===== config.mk =====
export PLATFORM = sky130hd
export DESIGN_NAME = trig_energy_combiner
export DESIGN_NICKNAME = d
export VERILOG_FILES = /design/src/rtl/tec_pkg.sv /design/src/rtl/tec_enable_lut.sv /design/src/rtl/tec_in_align.sv /design/src/rtl/tec_combine.sv /design/src/rtl/trig_energy_combiner.sv
export SDC_FILE = /design/constraint.sdc
export NUM_CORES = 1
export LEC_CHECK = 0
export ABC_CLOCK_PERIOD_IN_PS = 11800
export BUFFER_PORTS_ARGS = -buffer_cell sky130_fd_sc_hd__buf_2
export CORE_MARGIN = 2
export CORE_UTILIZATION = 40
export DETAILED_ROUTE_END_ITERATION = 12
export PLACE_DENSITY_LB_ADDON = 0.3
export SYNTH_ARGS = -nofsm -noshare
export SYNTH_HDL_FRONTEND = slang
export SYNTH_SLANG_ARGS = --single-unit

===== constraint.sdc =====
create_clock -name clk -period 11.8 [get_ports clk]
set_input_delay 1.77 -clock clk [delete_from_list [all_inputs] [get_ports clk]]
set_output_delay 1.77 -clock clk [all_outputs]
set_load 0.005 [all_outputs]

===== src/rtl/tec_pkg.sv =====
package tec_pkg;
  localparam int NSEC  = 3;
  localparam int NPART = 5;
  localparam int NPAIR = 5;
  localparam int NLUT  = 4;

  // partial order: 0 endcap, 1 west 4-patch, 2 west 2-patch, 3 east 4-patch, 4 east 2-patch
  localparam int PART_SEC [NPART] = '{0, 1, 1, 2, 2};
  localparam int PAIR_LO  [NPAIR] = '{0, 1, 3, 1, 2};
  localparam int PAIR_HI  [NPAIR] = '{1, 2, 4, 3, 4};

  typedef logic [NSEC-1:0] sec_mask_t;
endpackage


===== src/rtl/tec_enable_lut.sv =====
module tec_enable_lut
  import tec_pkg::*;
(
  input  logic                    clk,
  input  logic                    rst_n,
  input  logic                    wr_en,
  input  logic [$clog2(NLUT)-1:0] wr_idx,
  input  sec_mask_t               wr_mask,
  input  logic [$clog2(NLUT)-1:0] rd_idx,
  output sec_mask_t               rd_mask
);
  sec_mask_t entry_q [NLUT];

  for (genvar e = 0; e < NLUT; e++) begin : g_entry
    logic      wen;
    sec_mask_t entry_d;
    always_comb begin
      wen     = wr_en && (wr_idx == e);
      entry_d = wr_mask;
    end
    always_ff @(posedge clk or negedge rst_n) begin
      if (!rst_n)   entry_q[e] <= '1;
      else if (wen) entry_q[e] <= entry_d;
    end
  end

  assign rd_mask = entry_q[rd_idx];
endmodule


===== src/rtl/tec_in_align.sv =====
module tec_in_align
  import tec_pkg::*;
#(
  parameter int W_WIDE   = 14,
  parameter int W_NARROW = 13,
  localparam int PW = W_WIDE + 1,
  localparam int QW = W_WIDE + 2,
  localparam int TW = W_WIDE + 3
) (
  input  logic                           clk,
  input  logic                           rst_n,
  input  logic                           vld_i,
  input  logic [W_WIDE-1:0]              ec_i,
  input  logic [W_WIDE-1:0]              wb4_i,
  input  logic [W_NARROW-1:0]            wb2_i,
  input  logic [W_WIDE-1:0]              eb4_i,
  input  logic [W_NARROW-1:0]            eb2_i,
  input  sec_mask_t                      mask_i,
  input  logic [PW-1:0]                  thr_pair_i,
  input  logic [QW-1:0]                  thr_quad_i,
  input  logic [TW-1:0]                  thr_total_i,
  output logic                           vld_o,
  output logic [NPART-1:0][W_WIDE-1:0]   part_o,
  output sec_mask_t                      mask_o,
  output logic [PW-1:0]                  thr_pair_o,
  output logic [QW-1:0]                  thr_quad_o,
  output logic [TW-1:0]                  thr_total_o
);
  logic [NPART-1:0][W_WIDE-1:0] part_d;

  always_comb begin
    part_d[0] = ec_i;
    part_d[1] = wb4_i;
    part_d[2] = W_WIDE'(wb2_i);
    part_d[3] = eb4_i;
    part_d[4] = W_WIDE'(eb2_i);
  end

  always_ff @(posedge clk or negedge rst_n) begin
    if (!rst_n) vld_o <= 1'b0;
    else        vld_o <= vld_i;
  end

  always_ff @(posedge clk or negedge rst_n) begin
    if (!rst_n) begin
      part_o      <= '0;
      mask_o      <= '0;
      thr_pair_o  <= '0;
      thr_quad_o  <= '0;
      thr_total_o <= '0;
    end else if (vld_i) begin
      part_o      <= part_d;
      mask_o      <= mask_i;
      thr_pair_o  <= thr_pair_i;
      thr_quad_o  <= thr_quad_i;
      thr_total_o <= thr_total_i;
    end
  end
endmodule


===== src/rtl/tec_combine.sv =====
module tec_combine
  import tec_pkg::*;
#(
  parameter int W_WIDE = 14,
  localparam int PW = W_WIDE + 1,
  localparam int QW = W_WIDE + 2,
  localparam int TW = W_WIDE + 3
) (
  input  logic [NPART-1:0][W_WIDE-1:0] part_i,
  input  sec_mask_t                    mask_i,
  input  logic [PW-1:0]                thr_pair_i,
  input  logic [QW-1:0]                thr_quad_i,
  input  logic [TW-1:0]                thr_total_i,
  output logic [TW-1:0]                total_o,
  output logic                         total_over_o,
  output logic [NPAIR-1:0]             pair_hit_o,
  output logic                         quad_hit_o
);
  logic [NPART-1:0][W_WIDE-1:0] gated;
  logic [QW-1:0]                quad_sum;

  always_comb begin
    total_o = '0;
    for (int i = 0; i < NPART; i++) begin
      gated[i] = mask_i[PART_SEC[i]] ? part_i[i] : '0;
      total_o  = total_o + TW'(gated[i]);
    end
    total_over_o = total_o > thr_total_i;
  end

  for (genvar p = 0; p < NPAIR; p++) begin : g_pair
    logic [PW-1:0] sum;
    logic          ok;
    always_comb begin
      sum           = PW'(gated[PAIR_LO[p]]) + PW'(gated[PAIR_HI[p]]);
      ok            = mask_i[PART_SEC[PAIR_LO[p]]] & mask_i[PART_SEC[PAIR_HI[p]]];
      pair_hit_o[p] = ok && (sum > thr_pair_i);
    end
  end

  always_comb begin
    quad_sum   = QW'(gated[1]) + QW'(gated[2]) + QW'(gated[3]) + QW'(gated[4]);
    quad_hit_o = mask_i[1] && mask_i[2] && (quad_sum > thr_quad_i);
  end
endmodule


===== src/rtl/trig_energy_combiner.sv =====
module trig_energy_combiner
  import tec_pkg::*;
#(
  parameter int W_WIDE   = 14,
  parameter int W_NARROW = 13
) (
  input  logic                  clk,
  input  logic                  rst_n,
  input  logic                  in_vld,
  input  logic [W_WIDE-1:0]     ec_sum,
  input  logic [W_WIDE-1:0]     wb_sum4,
  input  logic [W_NARROW-1:0]   wb_sum2,
  input  logic [W_WIDE-1:0]     eb_sum4,
  input  logic [W_NARROW-1:0]   eb_sum2,
  input  logic                  sel_ec,
  input  logic                  sel_br,
  input  logic                  lut_we,
  input  logic [1:0]            lut_idx,
  input  logic [2:0]            lut_mask,
  input  logic [W_WIDE:0]       thr_pair,
  input  logic [W_WIDE+1:0]     thr_quad,
  input  logic [W_WIDE+2:0]     thr_total,
  output logic                  out_vld,
  output logic [W_WIDE+2:0]     tot_energy,
  output logic                  tot_over,
  output logic [4:0]            pair_hit,
  output logic                  quad_hit
);
  localparam int PW = W_WIDE + 1;
  localparam int QW = W_WIDE + 2;
  localparam int TW = W_WIDE + 3;

  sec_mask_t                    lut_rd_mask;
  logic                         s1_vld;
  logic [NPART-1:0][W_WIDE-1:0] s1_part;
  sec_mask_t                    s1_mask;
  logic [PW-1:0]                s1_thr_pair;
  logic [QW-1:0]                s1_thr_quad;
  logic [TW-1:0]                s1_thr_total;
  logic [TW-1:0]                c_total;
  logic                         c_over;
  logic [NPAIR-1:0]             c_pair;
  logic                         c_quad;

  tec_enable_lut u_lut (
    .clk     (clk),
    .rst_n   (rst_n),
    .wr_en   (lut_we),
    .wr_idx  (lut_idx),
    .wr_mask (lut_mask),
    .rd_idx  ({sel_ec, sel_br}),
    .rd_mask (lut_rd_mask)
  );

  tec_in_align #(.W_WIDE(W_WIDE), .W_NARROW(W_NARROW)) u_align (
    .clk         (clk),
    .rst_n       (rst_n),
    .vld_i       (in_vld),
    .ec_i        (ec_sum),
    .wb4_i       (wb_sum4),
    .wb2_i       (wb_sum2),
    .eb4_i       (eb_sum4),
    .eb2_i       (eb_sum2),
    .mask_i      (lut_rd_mask),
    .thr_pair_i  (thr_pair),
    .thr_quad_i  (thr_quad),
    .thr_total_i (thr_total),
    .vld_o       (s1_vld),
    .part_o      (s1_part),
    .mask_o      (s1_mask),
    .thr_pair_o  (s1_thr_pair),
    .thr_quad_o  (s1_thr_quad),
    .thr_total_o (s1_thr_total)
  );

  tec_combine #(.W_WIDE(W_WIDE)) u_comb (
    .part_i       (s1_part),
    .mask_i       (s1_mask),
    .thr_pair_i   (s1_thr_pair),
    .thr_quad_i   (s1_thr_quad),
    .thr_total_i  (s1_thr_total),
    .total_o      (c_total),
    .total_over_o (c_over),
    .pair_hit_o   (c_pair),
    .quad_hit_o   (c_quad)
  );

  // output stage: next-state and register split
  logic [TW-1:0]    tot_d;
  logic             over_d;
  logic [NPAIR-1:0] pair_d;
  logic             quad_d;

  always_comb begin
    tot_d  = c_total;
    over_d = c_over;
    pair_d = c_pair;
    quad_d = c_quad;
  end

  always_ff @(posedge clk or negedge rst_n) begin
    if (!rst_n) out_vld <= 1'b0;
    else        out_vld <= s1_vld;
  end

  always_ff @(posedge clk or negedge rst_n) begin
    if (!rst_n) begin
      tot_energy <= '0;
      tot_over   <= 1'b0;
      pair_hit   <= '0;
      quad_hit   <= 1'b0;
    end else if (s1_vld) begin
      tot_energy <= tot_d;
      tot_over   <= over_d;
      pair_hit   <= pair_d;
      quad_hit   <= quad_d;
    end
  end
endmodule


==> flow_summary_export.csv, run 1 <==
group,metric,value,unit
logic_synthesis,synth_top_area_share,25.77,%
power_and_ir_drop,leakagePower,8.123,nW
timing,hold_ws,0.5005,ns
global_routing,grt_pass1_wl,61430,um
cells_and_area,layout.nets,2012,
clock_tree,cts.path.max_buffers,2,
clock_tree,cts-root-buf,"clkbuf_16",
die,chipHeight,191.6,um
clock_tree,cts_tree,"built",
place,place_congestion,0.9136,
power_and_ir_drop,ir_worst_vdd,130.3,uV
global_routing,grt_overflow,0,
timing,setup_tns,0,ns
die,coreArea,34630,um2
logic_synthesis,ys_ff_latch,157,
clock_tree,cts_buffers,17,
setup_path,start_kind,"flip-flop",
clock_tree,hold_buffers,0,
setup_path,crit_required,12.14,ns
power_and_ir_drop,switching_share,47.52,%
timing,slew-limit-headroom,28.49,%
cells_and_area,areaGrowthSynthToFinish,12.71,%
detailed_routing,drtPass1Iterations,4,
die,start_util,40.67,%
detailed_routing,via_per_inst,5.386,
global_routing,grt_antenna_before_repair,0,
clock_tree,cts_resized,0,
logic_synthesis,synth.distinct_cells,75,
timing,period_minus_slack,7.073,ns
cells_and_area,stdcell_count,2106,
cells_and_area,final_common_cell,"ha_1",
global_routing,track_usage,21.95,%
timing,setup_viol,0,
die,die_width,191.6,um
timing,finalCritPeriodShare,59.94,%
hold_path,hp-start,"u_align.part_o[20]",
flow_run,drv_cap,0,
timing,max_freq,141.4,MHz
cells_and_area,regArea,3944,um2
timing,maxSlewViolCount,0,
setup_path,reg2reg_from,"u_align.mask_o[1]",
logic_synthesis,synthArstFlopShare,100.0,%
clock_tree,clkLatencyLatePin,0.46,ns
detailed_routing,route.detailed.drc,0,
setup_path,crit_type,"flip-flop to flip-flop",
logic_synthesis,synth.avg_cell_area,9.388,um2
timing,rsz0062_at_grt,"false",
power_and_ir_drop,powerDensity,248.7,nW/um2
logic_synthesis,synth_cells,1500,
setup_path,rrSetupSlack,4.73,ns
setup_path,cp-end-kind,"flip-flop",
power_and_ir_drop,intPower,2.072,mW
power_and_ir_drop,pwr-share-seq,17.7,%
logic_synthesis,synthTopCellsByArea,"dfrtp_1, ha_1, mux2_2",
cells_and_area,antenna_cells,0,
logic_synthesis,synth-edff-count,0,
logic_synthesis,ys_seq_area_share,28.01,%
place,io_buffer_count,151,
setup_path,cp_max_fo,40,
clock_tree,htreeDepth,4,
power_and_ir_drop,power.total,3.948,mW
die,placementRows,68,
place,placed_area,15300,um2
detailed_routing,drtAntennaViolNets,0,
clock_tree,cts_setup_buffers,0,
setup_path,cp.arrival,7.41,ns
logic_synthesis,synth_nets,1874,
cells_and_area,final_cell_mix,"ha_1, inv_1, buf_2",
logic_synthesis,synth_top_area_cell,"dfrtp_1",
detailed_routing,wl_per_cell,18.58,um
setup_path,r2r_cells,25,
power_and_ir_drop,combPwrFrac,68.4,%
run_status,outcome,"finished clean",
detailed_routing,routed_wirelength,39120,um
clock_tree,cts.sinks,157,
global_routing,grt_pass1_vias,11540,
die,io_pins,152,
cells_and_area,final_cell_area,15870,um2
timing,finalHoldViolCount,0,
setup_path,timing.rr.end,"tot_over",
power_and_ir_drop,clkPwrFrac,13.9,%
hold_path,holdPathEnd,"u_align.part_o[20]",
cells_and_area,multi_input_area,9290,um2
logic_synthesis,synth_warnings,0,
hold_path,min_delay_path_depth,1,
timing,tightestPinTransition,1.069,ns
die,dieArea,36720,um2
logic_synthesis,synth_area,14080,um2
detailed_routing,drt_iter0_drc,624,
hold_path,min_path_type,"flip-flop to flip-flop",
detailed_routing,vias,11340,
global_routing,grt_max_degree,106,
place,placed_cells,2074,
cells_and_area,drive_gt1_share,19.69,%
clock_tree,path_clk_slew,0.07,ns
timing,fin_skew,0.01580,ns
cells_and_area,fillers,3346,
place,place_hpwl,32210,um
power_and_ir_drop,p_switching,1.876,mW
logic_synthesis,ys.flop_type,"dfrtp_1",
-- synthesized netlist by cell type, drive strengths merged, types with 4 or more instances --
cell type / n
nand4: 23
and2: 43
and3: 18
dfstp: 12
buf: 9
fa: 43
a31oi: 9
dfrtp: 145
o21ai: 106
nand2: 112
a21o: 51
a21oi: 93
nor3: 8
mux2: 101
a41oi: 4
xor2: 18
o21a: 10
nor2b: 19
inv: 186
clkbuf: 28
o41ai: 4
a211oi: 11
nor2: 54
o31a: 4
ha: 204
or2: 4
xnor2: 69
a221oi: 4
nand3: 27
o21bai: 17
a2111oi: 4
o211ai: 12
-- metrics by stage --
step | worst slack (ns) | util [%]
2_1_floorplan | 5.548 | -
4_1_cts | 4.785 | 45.83
3_3_place_gp | 4.913 | 44.19
5_1_grt | 4.078 | 45.83
6_report | 4.727 | 45.83
3_5_place_dp | 4.800 | 44.19
-- worst max-delay path, stage by stage (launching register included) --
cell      delay (ns)
dfrtp_1         1.04
and2_1          0.30
ha_1            0.29
nor3_1          0.24
nor2_1          0.08
a31oi_1         0.41
o21bai_1        0.13
a21oi_1         0.20
xnor2_1         0.14
fa_1            0.57
inv_1           0.06
fa_1            0.53
inv_1           0.04
ha_1            0.38
a211oi_2        0.32
o211ai_1        0.15
a21o_1          0.18
a31oi_1         0.27
o21ai_0         0.14
xnor2_1         0.14
ha_1            0.26
and3_1          0.19
nand4_1         0.12
a21oi_1         0.06
or4_1           0.46
o221a_2         0.24
-- power groups by stage --
| stage | combinational [mW] | sequential, mW | clock (mW) |
|---|---|---|---|
| after floorplan | 1.98 | 0.676 | 0 |
| after global placement | 2.60 | 0.706 | 0 |
| after detailed placement | 2.67 | 0.708 | 0 |
| after CTS | 2.69 | 0.698 | 0.565 |
| after global routing | 3.05 | 0.710 | 0.582 |
| final | 2.70 | 0.698 | 0.550 |
-- area by class of cell --
| type | instances | area share, % |
|---|---|---|
| Multi-Input combinational cell | 1120 | 58.53 |
| Tap cell | 455 | 3.587 |
| Clock buffer | 17 | 2.680 |
| Timing Repair Buffer | 156 | 5.053 |
| Inverter | 186 | 4.399 |
| Sequential cell | 157 | 24.85 |
| Clock inverter | 15 | 0.8987 |
-- worst max path at each step --
stage,startpoint,to,depth (start not counted)
after floorplan,u_align.mask_o[1],tot_over,28
after global placement,u_align.mask_o[1],tot_over,25
after detailed placement,u_align.mask_o[1],tot_over,25
after CTS,u_align.mask_o[1],tot_over,25
after global routing,u_align.mask_o[1],tot_over,25
final,u_align.mask_o[1],tot_over,25
-- sequential cells by signal, indices dropped and copies added (netlist names) --
signal,flops
out_vld,1
pair_hit,5
quad_hit,1
tot_energy,17
tot_over,1
u_align.mask_o,3
u_align.part_o,68
u_align.thr_pair_o,15
u_align.thr_quad_o,16
u_align.thr_total_o,17
u_align.vld_o,1
u_lut.entry_q,12
-- cells by family after synthesis --
| kind of cell | after synthesis | share of synthesized area, % |
|---|---|---|
| adder cells (fa/ha/maj) | 248 | 24.31 |
| multiplexers | 104 | 8.556 |
| XOR/XNOR | 87 | 5.411 |
| buffers and inverters | 223 | 6.024 |
| AND/OR/NAND/NOR | 321 | 11.11 |
| AO/OA/AOI/OAI | 360 | 16.59 |
| flip-flops | 157 | 28.01 |
-- routing by layer --
metal	global-route usage [%]	wire, um
met1	30.95	18900
met4	6.154	642
met2	34.64	17400
met5	0	0
met3	3.709	2183
No activity file was read; power rests on OpenSTA's default activity.
==> run 2, diff against run 1 <==
Settings changed: ABC_CLOCK_PERIOD_IN_PS 11800 to 5770.
Clock period 11.8 ns to 5.77 ns, I/O delays scaled along.
==> run 2 against run 1 <==
Combinational power increased by 140%. Critical path type unchanged. Routed wire length increased by 0.20%. First-iteration DRC count up 2.1%. Sequential share of layout area fell by 1.6 points. Utilization up 3.2 points. Cell count grew 3.4%. Power is 130% higher. Worst setup slack lost 4.6 ns.
==> flow_summary_export.csv, run 2 (synthesis gave the netlist of run 1 again) <==
group,metric,value,unit
die,placementRows,68,
cells_and_area,largest_register,"u_align.part_o",
timing,finalCritPeriodShare,98.50,%
clock_tree,cts.sinks,157,
setup_path,cp_max_fo,5,
hold_path,min_path_type,"input pin to async pin",
cells_and_area,areaGrowthSynthToFinish,20.67,%
setup_path,timing.rr.end,"tot_over",
timing,finalHoldViolCount,0,
detailed_routing,drtPass1Iterations,5,
die,die_width,191.6,um
power_and_ir_drop,ir_worst_vdd,274.3,uV
setup_path,crit_type,"flip-flop to flip-flop",
timing,fin_skew,0.01412,ns
cells_and_area,utilization,49.07,%
detailed_routing,routed.top_layer,"met4",
cells_and_area,fillers,3315,
setup_path,start_kind,"flip-flop",
clock_tree,path_clk_slew,0.07,ns
die,dieArea,36720,um2
timing,maxSlewViolCount,0,
cells_and_area,regArea,3946,um2
cells_and_area,final_common_cell,"ha_1",
clock_tree,hold_buffers,0,
power_and_ir_drop,leakagePower,8.605,nW
setup_path,cp-end-kind,"flip-flop",
clock_tree,cts_buffers,17,
power_and_ir_drop,powerDensity,536.8,nW/um2
flow_run,drv_cap,0,
clock_tree,clkLatencyLatePin,0.45,ns
timing,period_minus_slack,5.683,ns
power_and_ir_drop,power.total,9.122,mW
die,start_util,40.67,%
timing,setup_ws,0.08681,ns
die,chipHeight,191.6,um
timing,slew-limit-headroom,44.30,%
cells_and_area,layout.nets,2083,
place,io_buffer_count,151,
setup_path,max_stage_delay,0.57,ns
place,place_congestion,0.9121,
detailed_routing,via_per_inst,5.367,
cells_and_area,multi_input_area,9801,um2
cells_and_area,reg.largest.list,"u_align.part_o: 68 flops, tot_energy: 17 flops, u_align.thr_total_o: 17 flops",
detailed_routing,routed_wirelength,39200,um
global_routing,grt_antenna_before_repair,0,
die,coreArea,34630,um2
detailed_routing,drt_iter0_drc,637,
detailed_routing,vias,11680,
run_status,outcome,"finished clean",
global_routing,grt_overflow,0,
die,io_pins,152,
detailed_routing,wl_per_cell,18.01,um
global_routing,track_usage,21.64,%
detailed_routing,m1WireLength,18620,um
timing,rsz0062_at_grt,"true",
clock_tree,cts-root-buf,"clkbuf_16",
cells_and_area,final_cell_mix,"ha_1, inv_1, buf_2",
timing,max_freq,176.0,MHz
global_routing,grt_pass1_vias,11820,
setup_path,reg2reg_from,"u_align.mask_o[1]",
clock_tree,cts_tree,"built",
timing,tightestPinTransition,0.8144,ns
global_routing,grt_max_degree,166,
setup_path,cp.arrival,6.02,ns
setup_path,critPathSlowestCell,"fa_1",
detailed_routing,route.detailed.drc,0,
setup_path,r2r_cells,25,
place,dp_slack,-0.1729,ns
clock_tree,htreeDepth,4,
setup_path,crit_required,6.11,ns
detailed_routing,met2WireLength,17750,um
cells_and_area,drive_gt1_share,27.58,%
clock_tree,cts.path.max_buffers,2,
detailed_routing,met3RoutedLength,2004,um
detailed_routing,drtAntennaViolNets,0,
global_routing,grt_pass1_wl,61290,um
place,place_hpwl,31920,um
cells_and_area,largest_reg_flops,68,
timing,setup_viol,0,
setup_path,rrSetupSlack,0.09,ns
cells_and_area,antenna_cells,0,
-- run 2: cell count changes in the layout (fill, tap and decap cells not counted), moves of 6 or more --
| cell | delta |
|---|---|
| a21oi_1 | -11 |
| a21oi_2 | +11 |
| and2_1 | -7 |
| and2_4 | +6 |
| buf_4 | +66 |
| ha_1 | -16 |
| ha_4 | +14 |
| o21ai_0 | -10 |
| xnor2_1 | -11 |
| xnor2_2 | +9 |
-- run 2: worst max path at each step --
stage,startpoint,end,slack (ns)
6_report,u_align.mask_o[1],tot_over,0.09
5_1_grt,u_align.mask_o[1],tot_over,-0.15
4_1_cts,u_align.mask_o[1],tot_over,-0.01
3_5_place_dp,u_align.mask_o[1],tot_over,-0.17
3_3_place_gp,u_align.mask_o[1],tot_over,-0.006
2_1_floorplan,u_align.mask_o[1],tot_over,0.008
-- run 2: power breakdown --
| part | internal, mW | leakage, nW | switching, mW |
|---|---|---|---|
| Clock | 0.672 | 0.303 | 0.514 |
| Sequential | 1.29 | 1.86 | 0.107 |
| Combinational | 3.04 | 6.44 | 3.50 |
| Total | 5.00 | 8.60 | 4.12 |
-- run 2: repair_timing --
item	CTS	global route
setup buffers	1	13
setup endpoints to repair	1	2
resized for setup	14	78
pin swaps	8	59
-- run 2: area by class of cell --
cell class	count	share of cell area, %
clock buffers	19	2.665
clock inverters	13	0.9057
inverters	186	4.109
multi-input cells	1120	57.68
flip-flops and latches	157	23.22
well taps	455	3.350
repair buffers	227	8.070
-- run 2: layer usage --
| layer | vias up | track usage (%) |
|---|---|---|
| li1 | 5678 | - |
| met1 | 5632 | 30.16 |
| met2 | 329 | 34.63 |
| met3 | 45 | 3.435 |
| met4 | 0 | 6.272 |
| met5 | - | 0 |
-- run 2: worst max-delay path: cells and delay by family, from the launching register on --
family,cells,cell delay (ns)
DFF,1,0.44
xor gates and xnor gates,2,0.33
buffers and inverters,4,0.49
and+or+nand+nor,6,1.11
adders and majority gates,5,1.86
AOI/OAI and AO/OA,8,1.36
-- run 2: per-stage QoR --
stage / area (um2) / cells / hold WS [ns] / TNS (ns)
floorplan: 14200 / 1500 / 0.3519 / 0
global placement: 15850 / 2131 / 0.4819 / -0.005918
detailed placement: 15850 / 2131 / 0.4899 / -0.1729
CTS: 16530 / 2164 / 0.4257 / -0.01372
global route: 16990 / 2177 / 0.4481 / -0.1525
finish: 16990 / 2177 / 0.4094 / 0
